### config.mk
export PLATFORM = sky130hd
export DESIGN_NAME = wdt_keyed_supervisor
export DESIGN_NICKNAME = d
export VERILOG_FILES = /design/src/rtl/wdt_pkg.sv /design/src/rtl/wdt_tick_gen.sv /design/src/rtl/wdt_window_ctr.sv /design/src/rtl/wdt_pulse_ctr.sv /design/src/rtl/wdt_keyed_supervisor.sv
export SDC_FILE = /design/constraint.sdc
export NUM_CORES = 1
export LEC_CHECK = 0
export ABC_AREA = 0
export BUFFER_PORTS_ARGS = -buffer_cell sky130_fd_sc_hd__buf_4
export CAP_MARGIN = 0
export CORE_MARGIN = 5
export CORE_UTILIZATION = 40
export CTS_BUF_LIST = sky130_fd_sc_hd__clkbuf_4 sky130_fd_sc_hd__clkbuf_8 sky130_fd_sc_hd__clkbuf_16
export DETAILED_ROUTE_END_ITERATION = 7
export GPL_TIMING_DRIVEN = 0
export MAX_ROUTING_LAYER = met4
export PLACE_DENSITY = 0.63
export SLEW_MARGIN = 10
export SYNTH_ARGS = -nofsm -noshare
export SYNTH_HDL_FRONTEND = slang
export SYNTH_SLANG_ARGS = --single-unit
### constraint.sdc
create_clock -name clk -period 4.75 [get_ports clk]
set_input_delay 0.475 -clock clk [delete_from_list [all_inputs] [get_ports clk]]
set_output_delay 0.475 -clock clk [all_outputs]
set_load 0.02 [all_outputs]
### src/rtl/wdt_pkg.sv
package wdt_pkg;
   localparam logic [3:0] RESTART_KEY = 4'b1010;
   typedef enum logic {PH_RUN = 1'b0, PH_PULSE = 1'b1} wdt_phase_e;
endpackage

### src/rtl/wdt_tick_gen.sv
module wdt_tick_gen #(
   parameter int CLK_PER_MS = 50000
) (
   input  logic clk,
   input  logic rst_n,
   input  logic clr,
   output logic tick
);
   generate
      if (CLK_PER_MS < 1) begin : g_bad
         $error("wdt_tick_gen: CLK_PER_MS must be at least 1");
      end
      if (CLK_PER_MS == 1) begin : g_direct
         assign tick = 1'b1;
      end else begin : g_div
         localparam int PW = $clog2(CLK_PER_MS);
         localparam logic [PW-1:0] LAST = PW'(CLK_PER_MS - 1);
         logic [PW-1:0] phase_q;
         always_ff @(posedge clk or negedge rst_n) begin
            if (!rst_n)                          phase_q <= '0;
            else if (clr || (phase_q == LAST))   phase_q <= '0;
            else                                 phase_q <= phase_q + 1'b1;
         end
         assign tick = (phase_q == LAST);
      end
   endgenerate
endmodule

### src/rtl/wdt_window_ctr.sv
module wdt_window_ctr #(
   parameter int CW       = 11,
   parameter int RST_LOAD = 60
) (
   input  logic          clk,
   input  logic          rst_n,
   input  logic          tick,
   input  logic          run,
   input  logic          restart,
   input  logic          pulse_done,
   input  logic [CW-1:0] reload_val,
   output logic          expire
);
   logic [CW-1:0] wcnt_q;
   logic          load;

   assign load   = restart | pulse_done;
   assign expire = run & tick & ~restart & (wcnt_q == CW'(1));

   always_ff @(posedge clk or negedge rst_n) begin
      if (!rst_n)                              wcnt_q <= CW'(RST_LOAD);
      else if (load)                           wcnt_q <= reload_val;
      else if (run && tick && wcnt_q != CW'(1)) wcnt_q <= wcnt_q - 1'b1;
   end

   a_r1_count_holds: assert property (@(posedge clk) disable iff (!rst_n)
      (!load && !tick) |=> $stable(wcnt_q));
   a_r5_reload_after_pulse: assert property (@(posedge clk) disable iff (!rst_n)
      pulse_done |=> (wcnt_q == $past(reload_val)));
   a_r8_never_zero: assert property (@(posedge clk) disable iff (!rst_n)
      wcnt_q != '0);
endmodule

### src/rtl/wdt_pulse_ctr.sv
module wdt_pulse_ctr #(
   parameter int PULSE_MS = 100
) (
   input  logic clk,
   input  logic rst_n,
   input  logic tick,
   input  logic start,
   input  logic active,
   output logic done
);
   localparam int PCW = $clog2(PULSE_MS + 1);
   logic [PCW-1:0] pcnt_q;

   assign done = active & tick & (pcnt_q == PCW'(1));

   always_ff @(posedge clk or negedge rst_n) begin
      if (!rst_n)                 pcnt_q <= '0;
      else if (start)             pcnt_q <= PCW'(PULSE_MS);
      else if (active && tick)    pcnt_q <= pcnt_q - 1'b1;
   end

   a_r3_len_nonzero: assert property (@(posedge clk) disable iff (!rst_n)
      active |-> (pcnt_q != '0));
endmodule

### src/rtl/wdt_keyed_supervisor.sv
module wdt_keyed_supervisor
   import wdt_pkg::*;
#(
   parameter int CLK_PER_MS = 50000,
   parameter int STEP_MS    = 60,
   parameter int PULSE_MS   = 100,
   parameter int STEPS_W    = 5
) (
   input  logic               clk,
   input  logic               rst_n,
   input  logic               cfg_we,
   input  logic               cfg_enable,
   input  logic [STEPS_W-1:0] cfg_steps,
   input  logic               key_we,
   input  logic [3:0]         key_val,
   input  logic               flag_clr_we,
   output logic               wdt_rst_n,
   output logic               src_flag
);
   localparam int WIN_MAX = ((1 << STEPS_W) - 1) * STEP_MS;
   localparam int CW      = $clog2(WIN_MAX + 1);

   generate
      if (STEP_MS < 1 || PULSE_MS < 1 || STEPS_W < 1) begin : g_bad
         $error("wdt_keyed_supervisor: STEP_MS, PULSE_MS and STEPS_W must be positive");
      end
   endgenerate

   logic               en_q, drv_q, flag_q;
   logic [STEPS_W-1:0] steps_q;
   wdt_phase_e         phase_q;
   logic               tick, restart, expire, pulse_done, run;
   logic [CW-1:0]      reload_val;

   assign run        = (phase_q == PH_RUN);
   assign restart    = run & key_we & (key_val == RESTART_KEY);
   assign reload_val = ((steps_q == '0) ? CW'(1) : CW'(steps_q)) * CW'(STEP_MS);

   always_ff @(posedge clk or negedge rst_n) begin
      if (!rst_n) begin
         en_q    <= 1'b0;
         steps_q <= '0;
      end else if (cfg_we) begin
         en_q    <= cfg_enable;
         steps_q <= cfg_steps;
      end
   end

   always_ff @(posedge clk or negedge rst_n) begin
      if (!rst_n) begin
         phase_q <= PH_RUN;
         drv_q   <= 1'b0;
         flag_q  <= 1'b0;
      end else begin
         if (expire) begin
            phase_q <= PH_PULSE;
            drv_q   <= en_q;
         end else if (pulse_done) begin
            phase_q <= PH_RUN;
         end
         if (expire && en_q)   flag_q <= 1'b1;
         else if (flag_clr_we) flag_q <= 1'b0;
      end
   end

   wdt_tick_gen #(.CLK_PER_MS(CLK_PER_MS)) u_tick (
      .clk(clk), .rst_n(rst_n), .clr(restart), .tick(tick));

   wdt_window_ctr #(.CW(CW), .RST_LOAD(STEP_MS)) u_win (
      .clk(clk), .rst_n(rst_n), .tick(tick), .run(run), .restart(restart),
      .pulse_done(pulse_done), .reload_val(reload_val), .expire(expire));

   wdt_pulse_ctr #(.PULSE_MS(PULSE_MS)) u_pulse (
      .clk(clk), .rst_n(rst_n), .tick(tick), .start(expire),
      .active(phase_q == PH_PULSE), .done(pulse_done));

   assign wdt_rst_n = ~((phase_q == PH_PULSE) & drv_q);
   assign src_flag  = flag_q;

   a_r3_pulse_holds: assert property (@(posedge clk) disable iff (!rst_n)
      (!run && !tick) |=> !run);
   a_r4_masked: assert property (@(posedge clk) disable iff (!rst_n)
      !drv_q |-> wdt_rst_n);
   a_r6_flag_with_reset: assert property (@(posedge clk) disable iff (!rst_n)
      $fell(wdt_rst_n) |-> src_flag);
   a_r9_no_restart_in_pulse: assert property (@(posedge clk) disable iff (!rst_n)
      (!run && !tick) |=> $stable(wdt_rst_n));
endmodule

* Word-level counts from Yosys, hierarchy flattened
Index checks and enable logic that the tools add are counted.
** Cells by class
- Bitwise operators :: 12
- Muxes and demuxes :: 10
- Equality and inequality tests :: 5
- Reductions and logical operators :: 10
- Multiply operators :: 1
- $add $sub $neg :: 3
** Operator list (number)
- 2-to-1 mux 11 bit :: 2
- adder 16 x 1 -> 16 bit (second input constant) :: 1
- equality test 16 bit (second input constant) :: 1
- 2-to-1 mux 16 bit :: 1
- 2-to-1 mux 7 bit :: 2
- equality test 11 x 1 -> 1 bit (second input constant) :: 1
- inequality test 11 x 1 -> 1 bit (second input constant) :: 1
- subtractor 11 x 1 -> 11 bit (second input constant) :: 1
- multiplier 5 x 4 -> 9 bit (second input constant) :: 1
- AND 1 bit :: 8
- nonzero test 2 bit :: 4
- equality test 7 x 1 -> 1 bit (second input constant) :: 1
- subtractor 7 x 1 -> 7 bit (second input constant) :: 1
- zero test 5 bit :: 1
- 2-to-1 mux 5 bit :: 1
- equality test 4 bit (second input constant) :: 1
- logical AND 1 bit :: 4
- 2-to-1 mux 1 bit :: 4
- NOT 1 bit :: 3
- logical OR 1 bit :: 1
- bitwise OR 1 bit :: 1
** Word-level totals
- Bits of input ports :: 15
- Register bits after elaboration :: 43
- Output and inout bits :: 2

* Depth between registers and ports, before layout
Gate-level depths: netlist of run 1.
- Depth after elaboration :: 8
- Gate-level depth with buffers :: 16

* Modules after synthesis
From an unflattened synthesis of run 1, not the netlist that was laid out.
** Second synthesis, totals
- Cell total of the unflattened synthesis :: 301
- Area, all modules :: 2800.2 um^2
** Modules (own cells, without submodules)
- wdt_keyed_supervisor :: area an instance 890.9 um^2, cells an instance 103, sequential area each 225.2 um^2, times used 1
- wdt_tick_gen :: area an instance 792.0 um^2, cells an instance 80, sequential area each 400.4 um^2, times used 1
- wdt_window_ctr :: area an instance 738.2 um^2, cells an instance 82, sequential area each 280.3 um^2, times used 1
- wdt_pulse_ctr :: area an instance 379.1 um^2, cells an instance 36, sequential area each 175.2 um^2, times used 1

* Least setup slack after synthesis of run 1
No wires, ideal clock.
- Kind :: flip-flop to flip-flop
- From :: register steps_q[2]
- To :: register u_win.wcnt_q[9]
- Library setup time :: 138 ps
- Arrival time :: 2976 ps
- Path buffers :: 0
- Stages on the path, launching flop included :: 17
- Slack :: 1636 ps
- Data required time :: 4612 ps
- Cell sequence :: dfrtp_1 -> inv_1 -> ha_1 -> nand2_1 -> nor3_1 -> nor2_1 -> mux2_2 -> ha_1 -> inv_1 -> fa_1 -> inv_1 -> ha_1 -> o21ai_0 -> o21bai_1 -> a21oi_1 -> xor2_1 -> mux2i_1
** Between the ends
- Word-level cells in the longest chain between the ends :: 4
** Ends and longest elaborated chain
- from (decl) :: RTL line wdt_keyed_supervisor.sv:30 : logic [STEPS_W-1:0] steps_q;
- from (signal assigned) :: RTL line wdt_keyed_supervisor.sv:45 : steps_q <= cfg_steps;
- zero test 5 bit :: RTL line wdt_keyed_supervisor.sv:37 : assign reload_val = ((steps_q == '0) ? CW'(1) : CW'(steps_q)) * CW'(STEP_MS);
- 2-to-1 mux 5 bit * :: RTL line wdt_keyed_supervisor.sv:37
- multiplier 5 x 4 -> 9 bit * :: RTL line wdt_keyed_supervisor.sv:37
- 2-to-1 mux 11 bit * :: RTL line wdt_window_ctr.sv:22 : else if (load) wcnt_q <= reload_val;
- to (signal assigned) :: RTL line wdt_window_ctr.sv:21 : if (!rst_n) wcnt_q <= CW'(RST_LOAD);
- to (signal assigned) :: RTL line wdt_window_ctr.sv:22
- to (signal assigned) :: RTL line wdt_window_ctr.sv:23 : else if (run && tick && wcnt_q != CW'(1)) wcnt_q <= wcnt_q - 1'b1;
- to (decl) :: RTL line wdt_window_ctr.sv:14 : logic [CW-1:0] wcnt_q;
Every way passes the cells marked *; elsewhere a longest branch is shown, timed or not.
A chain may end at the register's enable or synchronous reset.

* Worst setup path after layout of run 1
- From :: register steps_q[3]
- To :: register u_win.wcnt_q[10]
Same word-level chain as after synthesis.

==> results.json, run 1 <==
{
  "insertedDiodeCount": 0,
  "dieArea_um2": 8370,
  "tightestPinTransition_ns": 0.646,
  "firstDrtPassIters": 4,
  "rsz0062_at_grt": "no",
  "r2r_start": "steps_q[3]$_DFFE_PN0P_",
  "wl_per_cell_um": 13.0,
  "grt_pass1_vias": 1930,
  "gp_congestion": 0.825,
  "ir_worst_vdd_uv": 138,
  "final_nets": 333,
  "yosys-mux-area-fraction_pct": 3.20,
  "cts_resized": 0,
  "wirelength_um": 4910,
  "critPathLaunchType": "flip-flop",
  "hp-class": "in2async",
  "max_slew_margin_pct": 56.6,
  "htreeDepth": 2,
  "synth_area_leader_cell": "dfrtp_1",
  "root_buffer": "clkbuf_8",
  "drv_slew": 0,
  "synth_compound_area_share_pct": 7.11,
  "cts_buffers": 5,
  "fin_crit_sh_pct": 71.6,
  "vias": 1979,
  "drt_iter0_markers": 135,
  "initial_utilization_pct": 41.4,
  "max_freq_mhz": 294,
  "rows": 29,
  "path_max_fanout": 5,
  "worstSetupPathType": "reg2reg",
  "fp.coreArea_um2": 6420,
  "synth_fp_nets": 311,
  "clk_latency_ns": 0.30,
  "seq_area_frac_synth_pct": 40.7,
  "area_growth_pct": 11.2,
  "netlist.area_leader.share_pct": 36.7,
  "synth_top_family_by_area": "simple AND/OR/NAND/NOR gates",
  "overflow": 0,
  "end_kind": "flip-flop",
  "yosys_warnings": 0,
  "clkTransAtPathRegs_ns": 0.09,
  "synthCells": 276,
  "numPortBuffers": 15,
  "clock_sinks": 43,
  "grt_pass1_wl_um": 8770,
  "cp.required_ns": 4.92,
  "status": "complete, no violations",
  "cts_setup_buffers": 0,
  "powerDensity_nw_per_um2": 325,
  "place_area_um2": 2870,
  "critPathArrivalTime_ns": 3.57,
  "fillers": 651,
  "antenna_found_initial": 0,
  "die_h_um": 91.5,
  "period_needed_ns": 3.40,
  "holdBufCountCts": 0,
  "post-route-drc-count": 0,
  "ys_ff_latch": 43,
  "finalSetupViolCount": 0,
  "clock_path_buffers": 2,
  "synthTopCellsByArea": "dfrtp_1 37%, ha_1 7.5%, xor2_1 6.3%, nor2_1 5.5%, dfstp_2 4.0%",
  "layout-drive-gt1-share_pct": 13.7,
  "total_power_w": 0.000960,
  "dp_hpwl_um": 3570,
  "finClkSkew_ns": 0.0131,
  "hold_viol": 0,
  "cts_tree": "done",
  "maxCapViolCount": 0,
  "vias_per_cell": 5.26,
  "grt_max_degree": 44,
  "design_area_um2": 2950,
  "io_pins": 17,
  "grt.total_usage_pct": 13.1,
  "synth.avg_cell_area_um2": 9.62,
  "startpoint": "steps_q[3]$_DFFE_PN0P_",
  "synthSimpleGateAreaFrac_pct": 25.0,
  "ant_nets": 0,
  "p_leak_nw": 1.25,
  "fp.dieW_um": 91.5,
  "synth_area_um2": 2660,
  "synth.distinct_cells": 42,
  "tns_ns": 0,
  "synthXorXnorAreaFrac_pct": 9.89,
  "synthAdderAreaFrac_pct": 10.6
}
layout make-up:
| type | count | area, um2 | share of cell area, % |
|---|---|---|---|
| Inverter | 19 | 71.3 | 2.41 |
| Clock buffer | 6 | 76.3 | 2.58 |
| Timing Repair Buffer | 15 | 113 | 3.81 |
| Buffer | 6 | 23.8 | 0.805 |
| Sequential cell | 43 | 1080 | 36.6 |
| Tap cell | 77 | 96.3 | 3.26 |
| Clock inverter | 2 | 12.5 | 0.424 |
| Multi-Input combinational cell | 208 | 1480 | 50.1 |
state kept, by name, indices dropped and copies added, names as in the netlist:
register and flops:
u_win.wcnt_q 11, u_tick.g_div.phase_q 16, steps_q 5, en_q 1, src_flag 1, phase_q 1, u_pulse.pcnt_q 7, drv_q 1
placed cells by master (no fill, tap or decap), types with 5 or more instances in the layout:
master,instances
a21oi_1,15
buf_4,15
clkbuf_1,5
clkbuf_8,5
dfrtp_1,39
ha_1,16
inv_1,19
nand2_1,19
nand3_1,8
nand4_1,10
nand4b_1,5
nor2_1,39
nor3_1,6
o21ai_0,7
xnor2_1,11
xor2_1,19
power breakdown:
part	internal (W)	leakage, nW	switching [W]
registers	0.000414	0.483	0.0000553
logic	0.000123	0.727	0.000132
clock network	0.000109	0.0446	0.000128
per-stage QoR:
step / worst slack, ns / hold WS (ns) / util (%) / std cells
6_report: 1.35 / 0.161 / 46.0 / 376
5_1_grt: 1.00 / 0.197 / 46.0 / 376
4_1_cts: 1.33 / 0.177 / 46.0 / 376
3_5_place_dp: 1.34 / 0.473 / 44.6 / 368
3_3_place_gp: 1.35 / 0.452 / 44.6 / 368
2_1_floorplan: 1.64 / 0.179 / - / 276
synth_stat cells:
master	count
o31ai_1	1
nand3_2	1
fa_1	4
nor3b_1	3
or4b_4	1
o21bai_1	1
and4_1	1
xnor2_1	11
mux2_2	4
nor2b_1	1
dfstp_2	4
nor4_2	1
buf_2	1
nor4_4	2
a21boi_0	1
nand4_1	10
ha_1	16
nor3_1	6
and3_1	4
nand4b_1	5
or4_1	3
mux2i_1	4
xor2_1	19
o21a_1	1
a31oi_2	1
nor2_1	39
a21o_1	3
nand3_1	8
a21oi_1	15
inv_1	19
or2_2	2
nand2b_1	2
a211oi_1	1
nand4bb_1	3
or3b_2	1
o21ai_0	7
dfrtp_1	39
and2_1	2
o22ai_1	1
nor4_1	4
nand2_1	19
clkbuf_1	5
worst max-delay path, cell delays in order (launching register included):
cell	delay (ns)
dfrtp_1	0.40
inv_1	0.15
ha_1	0.17
nand2_1	0.08
nor3_1	0.22
nor2_1	0.09
mux2_2	0.27
ha_1	0.27
inv_1	0.05
fa_1	0.49
inv_1	0.04
ha_1	0.33
nand2b_1	0.10
a21oi_1	0.18
o22ai_1	0.12
xnor2_1	0.24
mux2i_1	0.10
logic make-up (layout without fill, tap and decap cells):
kind of cell / Yosys count / after routing
AND/OR/NAND/NOR: 118 / 118
adder cells (fa/ha/maj): 20 / 20
buffers and inverters: 25 / 48
flip-flops: 43 / 43
XOR/XNOR: 30 / 30
AO/OA/AOI/OAI: 32 / 32
multiplexers: 8 / 8
layer usage:
metal / GRT usage, % / wire length, um / vias up
met5: - / 0 / -
met4: 4.52 / 80 / 0
li1: - / - / 996
met2: 20.5 / 2210 / 22
met1: 16.6 / 2450 / 956
met3: 2.98 / 166 / 5
worst paths after layout:
check	endpoint	slack [ns]	cells after the start
worst max-delay path	u_win.wcnt_q[10]$_DFFE_PN0P_	1.35	16
worst min-delay path	u_pulse.pcnt_q[5]$_DFFE_PN0P_	0.16	1
worst max register to register	u_win.wcnt_q[10]$_DFFE_PN0P_	1.35	16
worst min register to register	drv_q$_DFFE_PN0P_	0.49	2
max in group asynchronous	u_win.wcnt_q[2]$_DFFE_PN1P_	4.21	1
min in group clk	src_flag$_DFFE_PN0P_	0.35	2
Note: power is estimated with default switching activity, not from simulation.
==> run 2: changes to the inputs <==
--- a/config.mk
+++ b/config.mk
@@ -14,7 +14,7 @@
 export DETAILED_ROUTE_END_ITERATION = 7
 export GPL_TIMING_DRIVEN = 0
 export MAX_ROUTING_LAYER = met4
-export PLACE_DENSITY = 0.63
+export PLACE_DENSITY = 0.66
 export SLEW_MARGIN = 10
 export SYNTH_ARGS = -nofsm -noshare
 export SYNTH_HDL_FRONTEND = slang
==> constraint.sdc (replaced) <==
create_clock -name clk -period 3.07 [get_ports clk]
set_input_delay 0.307 -clock clk [delete_from_list [all_inputs] [get_ports clk]]
set_output_delay 0.307 -clock clk [all_outputs]
set_load 0.02 [all_outputs]
==> run 2 against run 1 <==
The flow now finishes with violations (hold timing). Clock skew fell by 0.010 ns. Via count rose by 1.2%. Cell area rose by 5.2%. Largest power group unchanged.
==> results.json, run 2 (same netlist as run 1, synthesis figures left out) <==
{
  "initial_utilization_pct": 41.4,
  "gp_congestion": 0.784,
  "cts_tree": "done",
  "fin_crit_sh_pct": 99.1,
  "post-route-drc-count": 0,
  "grt.total_usage_pct": 13.7,
  "wirelength_um": 4990,
  "overflow": 0,
  "grt_pass1_vias": 2066,
  "cp.required_ns": 3.24,
  "ant_nets": 0,
  "final_nets": 338,
  "drv_slew": 0,
  "dieArea_um2": 8370,
  "total_power_w": 0.00159,
  "die_h_um": 91.5,
  "tightestPinTransition_ns": 0.612,
  "grt_pass1_wl_um": 9330,
  "layout-drive-gt1-share_pct": 22.4,
  "clock_sinks": 43,
  "path_max_fanout": 5,
  "max_freq_mhz": 329,
  "vias": 2003,
  "fp.coreArea_um2": 6420,
  "area_growth_pct": 17.0,
  "clock_path_buffers": 2,
  "critPathArrivalTime_ns": 3.21,
  "finalSetupViolCount": 0,
  "insertedDiodeCount": 0,
  "ir_worst_vdd_uv": 160,
  "max_slew_margin_pct": 59.1,
  "final_cell_mix": "38 x dfrtp_1, 37 x nor2_1, 20 x buf_4, 19 x xor2_1, 18 x nand2_1",
  "critPathLaunchType": "flip-flop",
  "htreeDepth": 2,
  "root_buffer": "clkbuf_8",
  "dp_hpwl_um": 3570,
  "wl_per_cell_um": 13.1,
  "layout_commonest_cell": "dfrtp_1",
  "holdWs_ns": -0.00999,
  "worstSetupPathType": "reg2reg",
  "drt_iter0_markers": 57,
  "p_leak_nw": 1.32,
  "maxCapViolCount": 0,
  "reg_top3": "u_tick.g_div.phase_q (16), u_win.wcnt_q (11), u_pulse.pcnt_q (7)",
  "rows": 29,
  "grt_max_degree": 44,
  "numPortBuffers": 15,
  "rsz0062_at_grt": "yes",
  "hold_viol": 39,
  "holdBufCountCts": 0,
  "finClkSkew_ns": 0.00271,
  "vias_per_cell": 5.26,
  "largest-register": "u_tick.g_div.phase_q",
  "fillers": 622,
  "antenna_found_initial": 0,
  "hp-class": "in2async",
  "clk_latency_ns": 0.30,
  "period_needed_ns": 3.04,
  "io_pins": 17,
  "fp.dieW_um": 91.5,
  "end_kind": "flip-flop",
  "r2r_cells": 16,
  "status": "complete, but fails checks",
  "clkTransAtPathRegs_ns": 0.08,
  "violations": "hold timing",
  "largest_reg_flops": 16,
  "powerDensity_nw_per_um2": 513,
  "cts_buffers": 5,
  "firstDrtPassIters": 4
}
## run 2: where the power goes
group	total, W	switching (W)	internal, W	leakage [nW]
logic	0.000515	0.000260	0.000255	0.788
clock network	0.000349	0.000194	0.000156	0.0477
registers	0.000728	0.0000878	0.000640	0.482
total	0.00159	0.000542	0.00105	1.32
## run 2: path summary, 6_finish.rpt
| check | startpoint | to | slack (ns) |
|---|---|---|---|
| max | steps_q[3]$_DFFE_PN0P_ | u_win.wcnt_q[10]$_DFFE_PN0P_ | 0.03 |
| min | rst_n | u_pulse.pcnt_q[5]$_DFFE_PN0P_ | -0.01 |
| max reg2reg | steps_q[3]$_DFFE_PN0P_ | u_win.wcnt_q[10]$_DFFE_PN0P_ | 0.03 |
| min reg2reg | drv_q$_DFFE_PN0P_ | drv_q$_DFFE_PN0P_ | 0.48 |
| max in group asynchronous | rst_n | steps_q[1]$_DFFE_PN0P_ | 2.69 |
| min in group clk | flag_clr_we | src_flag$_DFFE_PN0P_ | 0.20 |
## run 2: repair_timing
action,in CTS,in global routing
pin swaps,10,6
resized for setup,16,14
setup endpoints to repair,3,4
setup buffers,5,0
## run 2: layout make-up
| class | count | area, um2 | area share (%) |
|---|---|---|---|
| clock buffer | 5 | 68.8 | 2.21 |
| tap | 77 | 96.3 | 3.10 |
| multi-input combinational | 208 | 1600 | 51.5 |
| sequential | 43 | 1080 | 34.8 |
| clock inverter | 3 | 15.0 | 0.483 |
| buffer | 6 | 23.8 | 0.765 |
| inverter | 19 | 71.3 | 2.29 |
| timing repair buffer | 20 | 150 | 4.83 |
## run 2: layer usage
metal	GRT usage, %	wire length (um)
met5	-	0
met3	2.64	122
met1	17.0	2390
met2	22.2	2400
met4	4.90	79
## run 2: stage by stage
| stage | TNS [ns] | utilization, % | cell area (um2) | setup slack (ns) | std cells |
|---|---|---|---|---|---|
| after global routing | -0.223 | 48.4 | 3110 | -0.129 | 381 |
| final | 0 | 48.4 | 3110 | 0.0275 | 381 |
| after global placement | -0.557 | 44.7 | 2870 | -0.263 | 368 |
| after CTS | 0 | 47.5 | 3050 | 0.0172 | 381 |
| after floorplan | 0 | - | 2660 | 0.00686 | 276 |
| after detailed placement | -0.520 | 44.7 | 2870 | -0.259 | 368 |
## run 2: critical path: stages (launching register included)
cell      delay (ns)
dfrtp_1         0.40
inv_2           0.09
ha_4            0.14
nand2_4         0.06
nor3_4          0.16
nor2_2          0.06
mux2_4          0.28
ha_4            0.26
inv_1           0.04
fa_1            0.49
inv_2           0.05
ha_4            0.29
nand2b_4        0.07
a21oi_4         0.18
o22ai_2         0.10
xnor2_1         0.17
mux2i_1         0.09
==> run 3: changes to the inputs <==
--- a/config.mk
+++ b/config.mk
@@ -5,7 +5,7 @@
 export SDC_FILE = /design/constraint.sdc
 export NUM_CORES = 1
 export LEC_CHECK = 0
-export ABC_AREA = 0
+export ABC_AREA = 1
 export BUFFER_PORTS_ARGS = -buffer_cell sky130_fd_sc_hd__buf_4
 export CAP_MARGIN = 0
 export CORE_MARGIN = 5
@@ -14,7 +14,7 @@
 export DETAILED_ROUTE_END_ITERATION = 7
 export GPL_TIMING_DRIVEN = 0
 export MAX_ROUTING_LAYER = met4
-export PLACE_DENSITY = 0.66
+export PLACE_DENSITY = 0.65
 export SLEW_MARGIN = 10
 export SYNTH_ARGS = -nofsm -noshare
 export SYNTH_HDL_FRONTEND = slang
==> run 3 against run 2 <==
The flow still finishes with violations (hold timing). Register-to-register slack improved by 0.04 ns. Sequential cell count did not move. Core utilization fell by 1.6 points. Fmax rose by 1.4%. Clock power rose by 32%. Cell area rose by 14%. Non-clock buffer count did not move. Area after synthesis rose by 15%. Critical path type unchanged.
==> results.json, run 3 <==
{
  "status": "complete, but fails checks",
  "violations": "hold timing",
  "vias_per_cell": 4.88,
  "dr_wl_met2_um": 3160,
  "grt_pass1_vias": 2620,
  "antenna_found_initial": 0,
  "overflow": 0,
  "gp_congestion": 0.850,
  "dieArea_um2": 9510,
  "netlist.area_leader.share_pct": 31.9,
  "yosys_warnings": 0,
  "synth_edf_count": 0,
  "dp.cells": 540,
  "yosys-mux-area-fraction_pct": 0,
  "fp.dieW_um": 97.5,
  "numPortBuffers": 16,
  "worstSetupPathType": "reg2reg",
  "critPathLaunchType": "flip-flop",
  "synthXorXnorAreaFrac_pct": 3.72,
  "fillers": 763,
  "synthTopCellsByCount": "113 x nand2_1, 59 x nor2_1, 58 x inv_1",
  "finClkSkew_ns": 0.00473,
  "worst_path_max_delay_cell": "fa_1",
  "final_nets": 486,
  "grt.total_usage_pct": 14.8,
  "synthAdderAreaFrac_pct": 9.15,
  "rows": 32,
  "holdWs_ns": -0.0202,
  "drt_iter0_markers": 102,
  "top_layer": "met4",
  "insertedDiodeCount": 0,
  "ir_worst_vdd_uv": 235,
  "max_slew_margin_pct": 62.4,
  "cp.required_ns": 3.27,
  "fin_crit_sh_pct": 97.7,
  "firstDrtPassIters": 4,
  "final_cell_mix": "109 x nand2_1, 57 x nor2_1, 52 x inv_1, 39 x dfrtp_1, 32 x nand3_1",
  "period_needed_ns": 3.00,
  "clk_latency_ns": 0.30,
  "total_power_w": 0.00169,
  "synthTopCellsByArea": "dfrtp_1 32%, nand2_1 14%, nor2_1 7.2%, inv_1 7.1%, ha_1 6.5%",
  "crit_chain": "inv_2 -> ha_4 -> inv_2 -> nor2_2 -> nand2_2 -> inv_2 -> nor2_4 -> xor2_1 -> inv_1 -> ha_4 -> inv_2 -> fa_1 -> inv_2 -> ha_4 -> nand2_2 -> buf_4 -> nand3_1 -> xnor2_1 -> nand2_1 -> nand3_1 -> nand2_1",
  "layout_commonest_cell": "nand2_1",
  "synthSimpleGateAreaFrac_pct": 37.0,
  "synth_area_um2": 3060,
  "hp-class": "in2async",
  "rsz0062_at_grt": "yes",
  "synth_most_common_cell": "nand2_1",
  "htreeDepth": 2,
  "ys.flop_type": "dfrtp_1",
  "clkTransAtPathRegs_ns": 0.09,
  "cp_common_cell": "inv_2",
  "largest-register": "u_tick.g_div.phase_q",
  "die_h_um": 97.5,
  "p_leak_nw": 1.77,
  "ant_nets": 0,
  "synthCells": 422,
  "largest_reg_flops": 16,
  "drv_slew": 0,
  "post-route-drc-count": 0,
  "vias": 2706,
  "hold_viol": 12,
  "cts_tree": "done",
  "synth_area_leader_cell": "dfrtp_1",
  "tns_ns": 0,
  "maxCapViolCount": 0,
  "synth.distinct_cells": 36,
  "synth_compound_area_share_pct": 5.84,
  "area_growth_pct": 16.1,
  "synth_fp_nets": 457,
  "ys_ff_latch": 43,
  "layout-drive-gt1-share_pct": 18.4,
  "grt_pass1_wl_um": 11600,
  "synth.avg_cell_area_um2": 7.26,
  "seq_area_frac_synth_pct": 35.3,
  "wirelength_um": 6480,
  "root_buffer": "clkbuf_8",
  "async_reset_ff_share_pct": 100,
  "clock_sinks": 43,
  "end_kind": "flip-flop",
  "tightestPinTransition_ns": 0.564,
  "wl_per_cell_um": 11.7,
  "fp.coreArea_um2": 7610,
  "clock_path_buffers": 2,
  "powerDensity_nw_per_um2": 476,
  "critPathArrivalTime_ns": 3.20,
  "dp_hpwl_um": 4790,
  "routedLengthMet1_um": 3050,
  "max_stage_delay_ns": 0.48,
  "max_freq_mhz": 333,
  "initial_utilization_pct": 40.3,
  "grt_max_degree": 44,
  "reg2reg_slack_ns": 0.07,
  "io_pins": 17,
  "reg_top3": "u_tick.g_div.phase_q (16), u_win.wcnt_q (11), u_pulse.pcnt_q (7)",
  "wl_met3_um": 193,
  "layout.cells.non_filler": 554,
  "path_max_fanout": 6,
  "cts_buffers": 5,
  "synth_top_family_by_area": "simple AND/OR/NAND/NOR gates",
  "finalSetupViolCount": 0
}
-- run 3: cell types whose count changed in the layout (fill, tap and decap cells not counted), sizes merged, moves of 5 or more --
cell	before	now
nand2	19	120
nor2	39	67
nand4b	5	0
inv	19	63
nand3	9	36
nor4	7	1
xor2	19	5
o21ai	7	19
-- run 3: worst max-delay path, delay by kind of cell, from the launching register on --
family	cells	cell delay, ns
xor gates and xnor gates	2	0.25
adders and majority gates	4	1.17
buffers and inverters	7	0.50
DFF	1	0.39
and+or+nand+nor	8	0.55
-- run 3: path summary, 6_finish.rpt --
check | start | endpoint | cells past startpoint
setup reg to reg | steps_q[3]$_DFFE_PN0P_ | u_win.wcnt_q[7]$_DFFE_PN0P_ | 21
hold reg to reg | u_tick.g_div.phase_q[0]$_DFF_PN0_ | u_tick.g_div.phase_q[0]$_DFF_PN0_ | 1
max in group asynchronous | rst_n | u_tick.g_div.phase_q[8]$_DFF_PN0_ | 1
setup / recovery | steps_q[3]$_DFFE_PN0P_ | u_win.wcnt_q[7]$_DFFE_PN0P_ | 21
hold / removal | rst_n | steps_q[2]$_DFFE_PN0P_ | 1
min in group clk | flag_clr_we | src_flag$_DFFE_PN0P_ | 2
-- run 3: layout make-up --
type	count	area (um2)	share of cell area, %
buffer	4	31.3	0.879
clock buffer	5	68.8	1.93
clock inverter	3	43.8	1.23
inverter	65	245	6.89
multi-input combinational	310	1790	50.4
sequential	43	1080	30.4
tap	102	128	3.59
timing repair buffer	22	165	4.64
-- run 3: layer usage --
layer | track usage (%) | vias up
met5 | - | -
met4 | 3.73 | 0
met3 | 2.44 | 8
met2 | 24.2 | 43
met1 | 19.1 | 1269
li1 | - | 1386
-- run 3: where the power goes --
part           switching [W]  leakage (nW)  internal (W)
clock               0.000220        0.0581      0.000243
combinational       0.000301          1.21      0.000237
sequential         0.0000675         0.499      0.000625
-- run 3: metrics by stage --
stage / util, % / hold WS [ns] / setup slack (ns) / instance area (um2)
final: 46.8 / -0.0202 / 0.0701 / 3560
after global routing: 46.8 / 0.0388 / -0.147 / 3560
after floorplan: - / 0.0114 / 0.0959 / 3060
after global placement: 43.5 / 0.341 / -0.135 / 3310
after detailed placement: 43.5 / 0.343 / -0.174 / 3310
after CTS: 45.4 / 0.0111 / 0.0342 / 3450
-- run 3: cells by family (layout without fill, tap and decap cells) --
logic type               after synthesis  count (layout)
AO/OA/AOI/OAI                         34              34
XOR/XNOR                              13              13
adder cells (fa/ha/maj)               20              20
buffers and inverters                 69              99
flip-flops                            43              43
AND/OR/NAND/NOR                      243             243
-- run 3: what timing repair did --
item                                    in CTS  in global routing
gates cloned                                 0                  0
pin swaps                                    0                 14
hold endpoints to repair                     0                  0
buffers inserted                             2                  4
endpoints found under the setup margin       4                  4
hold buffers                                 0                  0
gates resized for setup                      5                 18
